### src/rtl/bx_pkg.sv
// Shared types for the banked address translator.
// Assumes: only the route encoding is shared; widths stay parameters of each module.
package bx_pkg;
    typedef enum logic [1:0] {
        ROUTE_DIRECT = 2'd0,
        ROUTE_BANKED = 2'd1,
        ROUTE_LINEAR = 2'd2,
        ROUTE_NONE   = 2'd3
    } route_t;
endpackage

### src/rtl/bx_bank_reg.sv
// Bank-select register: loads on a write strobe and clears on a synchronous
// active-low reset. Assumes a single clock domain.
module bx_bank_reg #(
    parameter int BANK_W = 3
) (
    input  logic              clk,
    input  logic              rst_n,
    input  logic              we,
    input  logic [BANK_W-1:0] wdata,
    output logic [BANK_W-1:0] bank
);
    // Hold, load or clear the bank value.
    always_ff @(posedge clk) begin
        if (!rst_n)  bank <= '0;
        else if (we) bank <= wdata;
    end
endmodule

### src/rtl/bx_bank_map.sv
// Banked mapping: joins a bank number and an in-bank offset into a physical
// address. Offsets at or above SHARED_BASE are folded into bank 0, and offsets
// below SFR_TOP are flagged as special-function registers.
// Assumes SFR_TOP < SHARED_BASE <= 2**OFS_W.
module bx_bank_map #(
    parameter int BANK_W      = 3,
    parameter int OFS_W       = 7,
    parameter int SFR_TOP     = 32,
    parameter int SHARED_BASE = 112
) (
    input  logic [BANK_W-1:0]       bank,
    input  logic [OFS_W-1:0]        ofs,
    output logic [BANK_W+OFS_W-1:0] phys,
    output logic                    sfr
);
    localparam logic [OFS_W-1:0] SHARED_P = OFS_W'(SHARED_BASE);
    localparam logic [OFS_W-1:0] SFR_P    = OFS_W'(SFR_TOP);

    logic shared;

    // Pick bank 0 for the shared window, the given bank otherwise.
    always_comb begin
        shared = (ofs >= SHARED_P);
        phys   = shared ? {{BANK_W{1'b0}}, ofs} : {bank, ofs};
        sfr    = (ofs < SFR_P);
    end
endmodule

### src/rtl/bx_linear_map.sv
// Linear window decode: a pointer at LIN_BASE or above walks the general RAM
// of bank 0, then bank 1, and so on. Each bank contributes
// SHARED_BASE-SFR_TOP bytes starting at in-bank offset SFR_TOP.
// Assumes the window size fits in PTR_W bits.
module bx_linear_map #(
    parameter int BANK_W      = 3,
    parameter int OFS_W       = 7,
    parameter int PTR_W       = 16,
    parameter int SFR_TOP     = 32,
    parameter int SHARED_BASE = 112,
    parameter int LIN_BASE    = 'h2000
) (
    input  logic [PTR_W-1:0]        ptr,
    output logic                    hit,
    output logic [BANK_W+OFS_W-1:0] phys
);
    localparam int NB       = 1 << BANK_W;
    localparam int GP       = SHARED_BASE - SFR_TOP;
    localparam int LIN_SIZE = NB * GP;
    localparam logic [PTR_W-1:0] BASE_P = PTR_W'(LIN_BASE);
    localparam logic [PTR_W-1:0] SIZE_P = PTR_W'(LIN_SIZE);

    logic [PTR_W-1:0]  rel;
    logic [NB-1:0]     crossed;
    logic [BANK_W-1:0] bank_sel;
    logic [PTR_W-1:0]  in_bank_full;
    logic [PTR_W-1:0]  unused_hi;

    assign rel = ptr - BASE_P;
    assign hit = (ptr >= BASE_P) && (rel < SIZE_P);

    // One threshold comparator per bank boundary.
    for (genvar k = 0; k < NB; k++) begin : g_edge
        if (k == 0) begin : g_first
            assign crossed[k] = 1'b0;
        end else begin : g_rest
            assign crossed[k] = (rel >= PTR_W'(k * GP));
        end
    end

    // Count crossed boundaries to get the bank, then rebuild the offset.
    always_comb begin
        logic [BANK_W:0] cnt;
        cnt = '0;
        for (int k = 0; k < NB; k++) cnt = cnt + {{BANK_W{1'b0}}, crossed[k]};
        bank_sel     = cnt[BANK_W-1:0];
        in_bank_full = rel - PTR_W'(bank_sel) * PTR_W'(GP) + PTR_W'(SFR_TOP);
        unused_hi    = in_bank_full;
        phys         = hit ? {bank_sel, in_bank_full[OFS_W-1:0]} : '0;
    end
endmodule

### src/rtl/bx_translator.sv
// Banked data address translator, top level. A direct request uses the bank
// register and a 7-bit offset. An indirect request uses a pointer that is
// either a plain banked address, a linear-window address, or invalid.
// Assumes outputs are consumed combinationally in the same cycle.
module bx_translator
    import bx_pkg::*;
#(
    parameter int BANK_W      = 3,
    parameter int OFS_W       = 7,
    parameter int PTR_W       = 16,
    parameter int SFR_TOP     = 32,
    parameter int SHARED_BASE = 112,
    parameter int LIN_BASE    = 'h2000
) (
    input  logic                    clk,
    input  logic                    rst_n,
    input  logic                    bank_we,
    input  logic [BANK_W-1:0]       bank_wdata,
    input  logic [OFS_W-1:0]        dir_ofs,
    input  logic [PTR_W-1:0]        ind_ptr,
    input  logic                    use_ind,
    output logic [BANK_W+OFS_W-1:0] phys_addr,
    output logic                    is_sfr,
    output logic                    bad_addr
);
    localparam int PHYS_W = BANK_W + OFS_W;

    logic [BANK_W-1:0] bank_q;
    logic [PHYS_W-1:0] d_phys, i_phys, l_phys;
    logic              d_sfr, i_sfr, l_hit;
    logic              ind_low;
    route_t            route;

    bx_bank_reg #(.BANK_W(BANK_W)) u_bank (
        .clk(clk), .rst_n(rst_n), .we(bank_we), .wdata(bank_wdata), .bank(bank_q)
    );

    bx_bank_map #(.BANK_W(BANK_W), .OFS_W(OFS_W), .SFR_TOP(SFR_TOP),
                  .SHARED_BASE(SHARED_BASE)) u_dmap (
        .bank(bank_q), .ofs(dir_ofs), .phys(d_phys), .sfr(d_sfr)
    );

    bx_bank_map #(.BANK_W(BANK_W), .OFS_W(OFS_W), .SFR_TOP(SFR_TOP),
                  .SHARED_BASE(SHARED_BASE)) u_imap (
        .bank(ind_ptr[PHYS_W-1:OFS_W]), .ofs(ind_ptr[OFS_W-1:0]),
        .phys(i_phys), .sfr(i_sfr)
    );

    bx_linear_map #(.BANK_W(BANK_W), .OFS_W(OFS_W), .PTR_W(PTR_W),
                    .SFR_TOP(SFR_TOP), .SHARED_BASE(SHARED_BASE),
                    .LIN_BASE(LIN_BASE)) u_lmap (
        .ptr(ind_ptr), .hit(l_hit), .phys(l_phys)
    );

    assign ind_low = (ind_ptr >> PHYS_W) == '0;

    // Choose which mapping serves this request.
    always_comb begin
        if (!use_ind)     route = ROUTE_DIRECT;
        else if (ind_low) route = ROUTE_BANKED;
        else if (l_hit)   route = ROUTE_LINEAR;
        else              route = ROUTE_NONE;
    end

    // Drive the outputs from the chosen mapping.
    always_comb begin
        phys_addr = '0;
        is_sfr    = 1'b0;
        bad_addr  = 1'b0;
        unique case (route)
            ROUTE_DIRECT: begin phys_addr = d_phys; is_sfr = d_sfr; end
            ROUTE_BANKED: begin phys_addr = i_phys; is_sfr = i_sfr; end
            ROUTE_LINEAR: phys_addr = l_phys;
            ROUTE_NONE:   bad_addr = 1'b1;
        endcase
    end
endmodule

### config.mk
export PLATFORM = sky130hd
export DESIGN_NAME = bx_translator
export DESIGN_NICKNAME = d
export VERILOG_FILES = /design/src/rtl/bx_pkg.sv /design/src/rtl/bx_bank_reg.sv /design/src/rtl/bx_bank_map.sv /design/src/rtl/bx_linear_map.sv /design/src/rtl/bx_translator.sv
export SDC_FILE = /design/constraint.sdc
export NUM_CORES = 1
export LEC_CHECK = 0
export CAP_MARGIN = 20
export CORE_UTILIZATION = 42
export CTS_BUF_LIST = sky130_fd_sc_hd__clkbuf_4 sky130_fd_sc_hd__clkbuf_8
export DETAILED_ROUTE_END_ITERATION = 6
export GPL_TIMING_DRIVEN = 0
export PLACE_DENSITY_LB_ADDON = 0.3
export SLEW_MARGIN = 30
export SYNTH_ARGS = -nofsm -noshare
export SYNTH_HDL_FRONTEND = slang
export SYNTH_HIERARCHICAL = 1
export SYNTH_SLANG_ARGS = --single-unit
### constraint.sdc
create_clock -name clk -period 10.2 [get_ports clk]
set_clock_uncertainty 0.1 [all_clocks]
set_input_delay 2.55 -clock clk [delete_from_list [all_inputs] [get_ports clk]]
set_output_delay 2.55 -clock clk [all_outputs]
set_load 0.005 [all_outputs]
==> summary.md <==
The run finished with clean final reports. The number of sinks on the clock net came out at 3. TritonCTS built the clock tree.

The worst pin sits at a relative slew slack of 69.6%. The logs give 0 for the count of pins over their slew limit and 0 for the DRC violations left. The commonest cells after synthesis are nor2_1, buf_4, nand3_1, inv_1.

The largest registers in the layout are u_bank/bank x3. The post-CTS clock slew at the launch and capture registers of the worst setup and hold paths came out at 30 ps. Once the floorplan was initialized, standard cells occupied 44.1% of the core. On the worst path, the slowest cell contributes a delay of 530 ps. IR analysis of the VDD net gives a maximum drop of 0.0736 mV. The synthesized netlist occupies a cell area of 1220 um^2.

The die covers 3120 um^2. Yosys mapped a number of flops with a built-in enable equal to 0. For the count of endpoints failing hold in the final timing report, the log shows 0.

The launching instance or port of the critical path is ind_ptr[10]. Overall power consumption after layout is estimated at 0.0000885 W. Count of input and output buffers: 37.

The tools report the global-route usage over all layers as 20.7%. Measured along the x axis, the die boundary spans 55.8 um. After the first detailed-routing iteration, the DRC count stood at 13. After synthesis, the cell types taking the most area are ha_1, o211ai_2, nor2_1, buf_4, fa_1. The number of buffers and inverters on the critical path is 5. The number of warning messages in the yosys log was 6. The run gives 0.768 nW as the leakage power. The fmax was 101 MHz; the final RePlAce weighted congestion was 0.907. The run gives 0 as the initial antenna violation count. The most flop-heavy register is u_bank/bank. Synthesis produced a netlist whose cell count is 167. The tools report the number of unique standard cell types used by synthesis as 37. The floorplan step set the die height to 55.8 um. After detailed routing, the average wire length per cell comes to 13.4 um. The total overflow left after global routing is 0.

The region available for standard cell placement spans 2760 um^2. The worst register-to-register path begins at u_bank/bank[0]. For the number of buffers on the longest clock path, the log shows 2.

The post-synthesis to final-layout area growth was 36.1%; the number of global-route vias before repair was 1224. Type of the tightest min-delay check: register to register. The start point of the worst hold path was u_bank/bank[1].

At the worst endpoint, the required time is 7550 ps. The power density relative to cell area came out at 53.4 nW/um^2. The first detailed-routing pass ran for 4 iterations. The sort of element at the start of the critical path was an input pin. The final clock period utilization by the worst path was 97.2%. The most repeated cell in the gate-level netlist after synthesis is nor2_1. The synthesized design spends more area on one cell type than any other, namely ha_1.

For this design, the CTS-stage hold fixing added 0 buffers. The most used flip-flop cell after synthesis is dfxtp_1. Flip-flop and latch count after synthesis: 3.

Max-cap violations in this run came to 0. The run gives 4.93% as the sequential element share of the synthesized area. The cell sitting at the root of the clock tree is a clkbuf_4.

Setup violations remaining at the end of the flow were counted as 0. For this block, the via count after detailed routing is 1277. The first-pass GRT wire length was 5280 um; the ratio of cells with drive above 1 in the final layout was 23.1%. STA classifies the critical path endpoint as an output pin. In this run the worst path has a maximum fanout of 3. Once detailed placement completed, the half-perimeter wirelength came to 2630 um. The library cell contributing the largest single delay on the critical path is fa_1. The time the final worst path needs with I/O delays and setup came out at 9910 ps. Clock latency on the worst-skew pair, taken at its later pin, is 240 ps.

After synthesis, the largest area contributor takes up 10.3% of total cell area. The number of levels the H-tree was split into is 1. Counting the buffers created by CTS gives 3.

The detail route stage leaves a number of antenna-violating nets equal to 0. The register with the most flip-flops in the layout has 3 of them. Setup repair after global routing left no endpoint under its margin. Summed over all failing endpoints, the final setup total negative slack is 0 ps. The run gives 0 as the number of inserted diodes.

42 I/O pins were placed. The initialized floorplan defines 19 standard-cell rows. The proportion of synthesized flip-flops having asynchronous set or reset is 0%.

The post-synthesis area per instance was 7.29 um^2. Walking the worst path, the cells encountered are dlygate4sd2_1 -> nor4_4 -> nand3_2 -> or3_4 -> nand2b_1 -> fa_1 -> inv_1 -> fa_1 -> fa_2 -> fa_1 -> inv_1 -> ha_1 -> inv_1 -> ha_1 -> nor2_1 -> a21oi_1 -> xnor2_1 -> nor2_1 -> o211ai_2 -> a31oi_1 -> clkbuf_2. The number of nets in the layout was 253; the slew at the pin with the worst max-slew slack was 450 ps. The setup path with the least slack is of type input pin to output pin. For the total wire length after detailed routing, the log shows 3210 um.

The number of vias per cell works out to 5.34. On the critical path the largest part of the delay comes from adder cells. The arrival time of data at the critical path endpoint is 7260 ps, and the number of nets in the synthesized netlist is 211. Entering global routing, the biggest net connects 11 pins.
## through the flow
stage	setup WS, ps	util (%)	instances	hold slack, ps	area [um^2]
after detailed placement	-685	59.0	235	418	1630
after global placement	-560	59.0	235	412	1630
final	287	60.1	239	423	1660
after floorplan	669	-	167	374	1220
after global routing	14.3	60.1	239	475	1660
after CTS	8.24	60.4	239	432	1670
## layout by cell type (no fill, tap or decap), types with 6 or more instances in the layout
cell type	synthesis	layout
a31oi_1	10	10
and2_1	7	7
buf_4	14	14
clkdlybuf4s50_1	0	29
ha_1	10	9
inv_1	11	11
nand3_1	13	13
nor2_1	29	29
o211ai_2	10	10
o21ai_0	6	6
## per-layer routing
metal / global-route usage, % / routed length, um / up-vias / part of all wire (%)
met4: 5.57 / 12 / 0 / 0.37
met5: 0 / 0 / - / 0
met2: 38.9 / 1710 / 31 / 53
li1: - / - / 647 / -
met1: 23.9 / 1350 / 597 / 42
met3: 3.72 / 142 / 2 / 4.4
## tightest hold or removal path, delay by kind of cell, from the launching register on
family	cells	cell delay (ps)
flops	1	320
mux	1	70
simple gates	1	100
## report_power, final
| group | internal, W | total, W | leakage (nW) | switching [W] |
|---|---|---|---|---|
| logic | 0.0000274 | 0.0000516 | 0.725 | 0.0000242 |
| clock network | 0.0000173 | 0.0000240 | 0.0184 | 0.00000664 |
| registers | 0.0000125 | 0.0000129 | 0.0248 | 0.000000379 |
## timing repair
item | in CTS | in global routing
buffers inserted | 0 | 0
resized for setup | 12 | 6
pin swaps | 8 | 4
setup endpoints to repair | 3 | 2
## layout make-up
| cell class | count | area (um^2) |
|---|---|---|
| timing repair buffer | 37 | 353 |
| multi-input combinational | 130 | 982 |
| sequential | 3 | 60.1 |
| inverter | 12 | 45.0 |
| clock buffer | 4 | 30.0 |
| tap | 31 | 38.8 |
| fill | 269 | 1100 |
| buffer | 22 | 148 |
## final timing paths
kind                         end  slack, ps  depth (start not counted)
setup / recovery    phys_addr[6]        290                         21
hold reg to reg   u_bank/bank[1]        420                          2
setup reg to reg  u_bank/bank[0]       9460                          2
hold / removal    u_bank/bank[1]        420                          2
## logic make-up (layout without fill, tap and decap cells)
logic type | count (synthesis) | in the layout | share of synthesized area [%]
AO/OA/AOI/OAI | 36 | 36 | 23.9
XOR/XNOR | 8 | 8 | 5.76
adder cells (fa/ha/maj) | 14 | 14 | 16.9
buffers and inverters | 34 | 75 | 15.8
flip-flops | 3 | 3 | 4.93
multiplexers | 3 | 3 | 2.47
AND/OR/NAND/NOR | 69 | 69 | 30.2
Power figures use the tool's default switching activity.
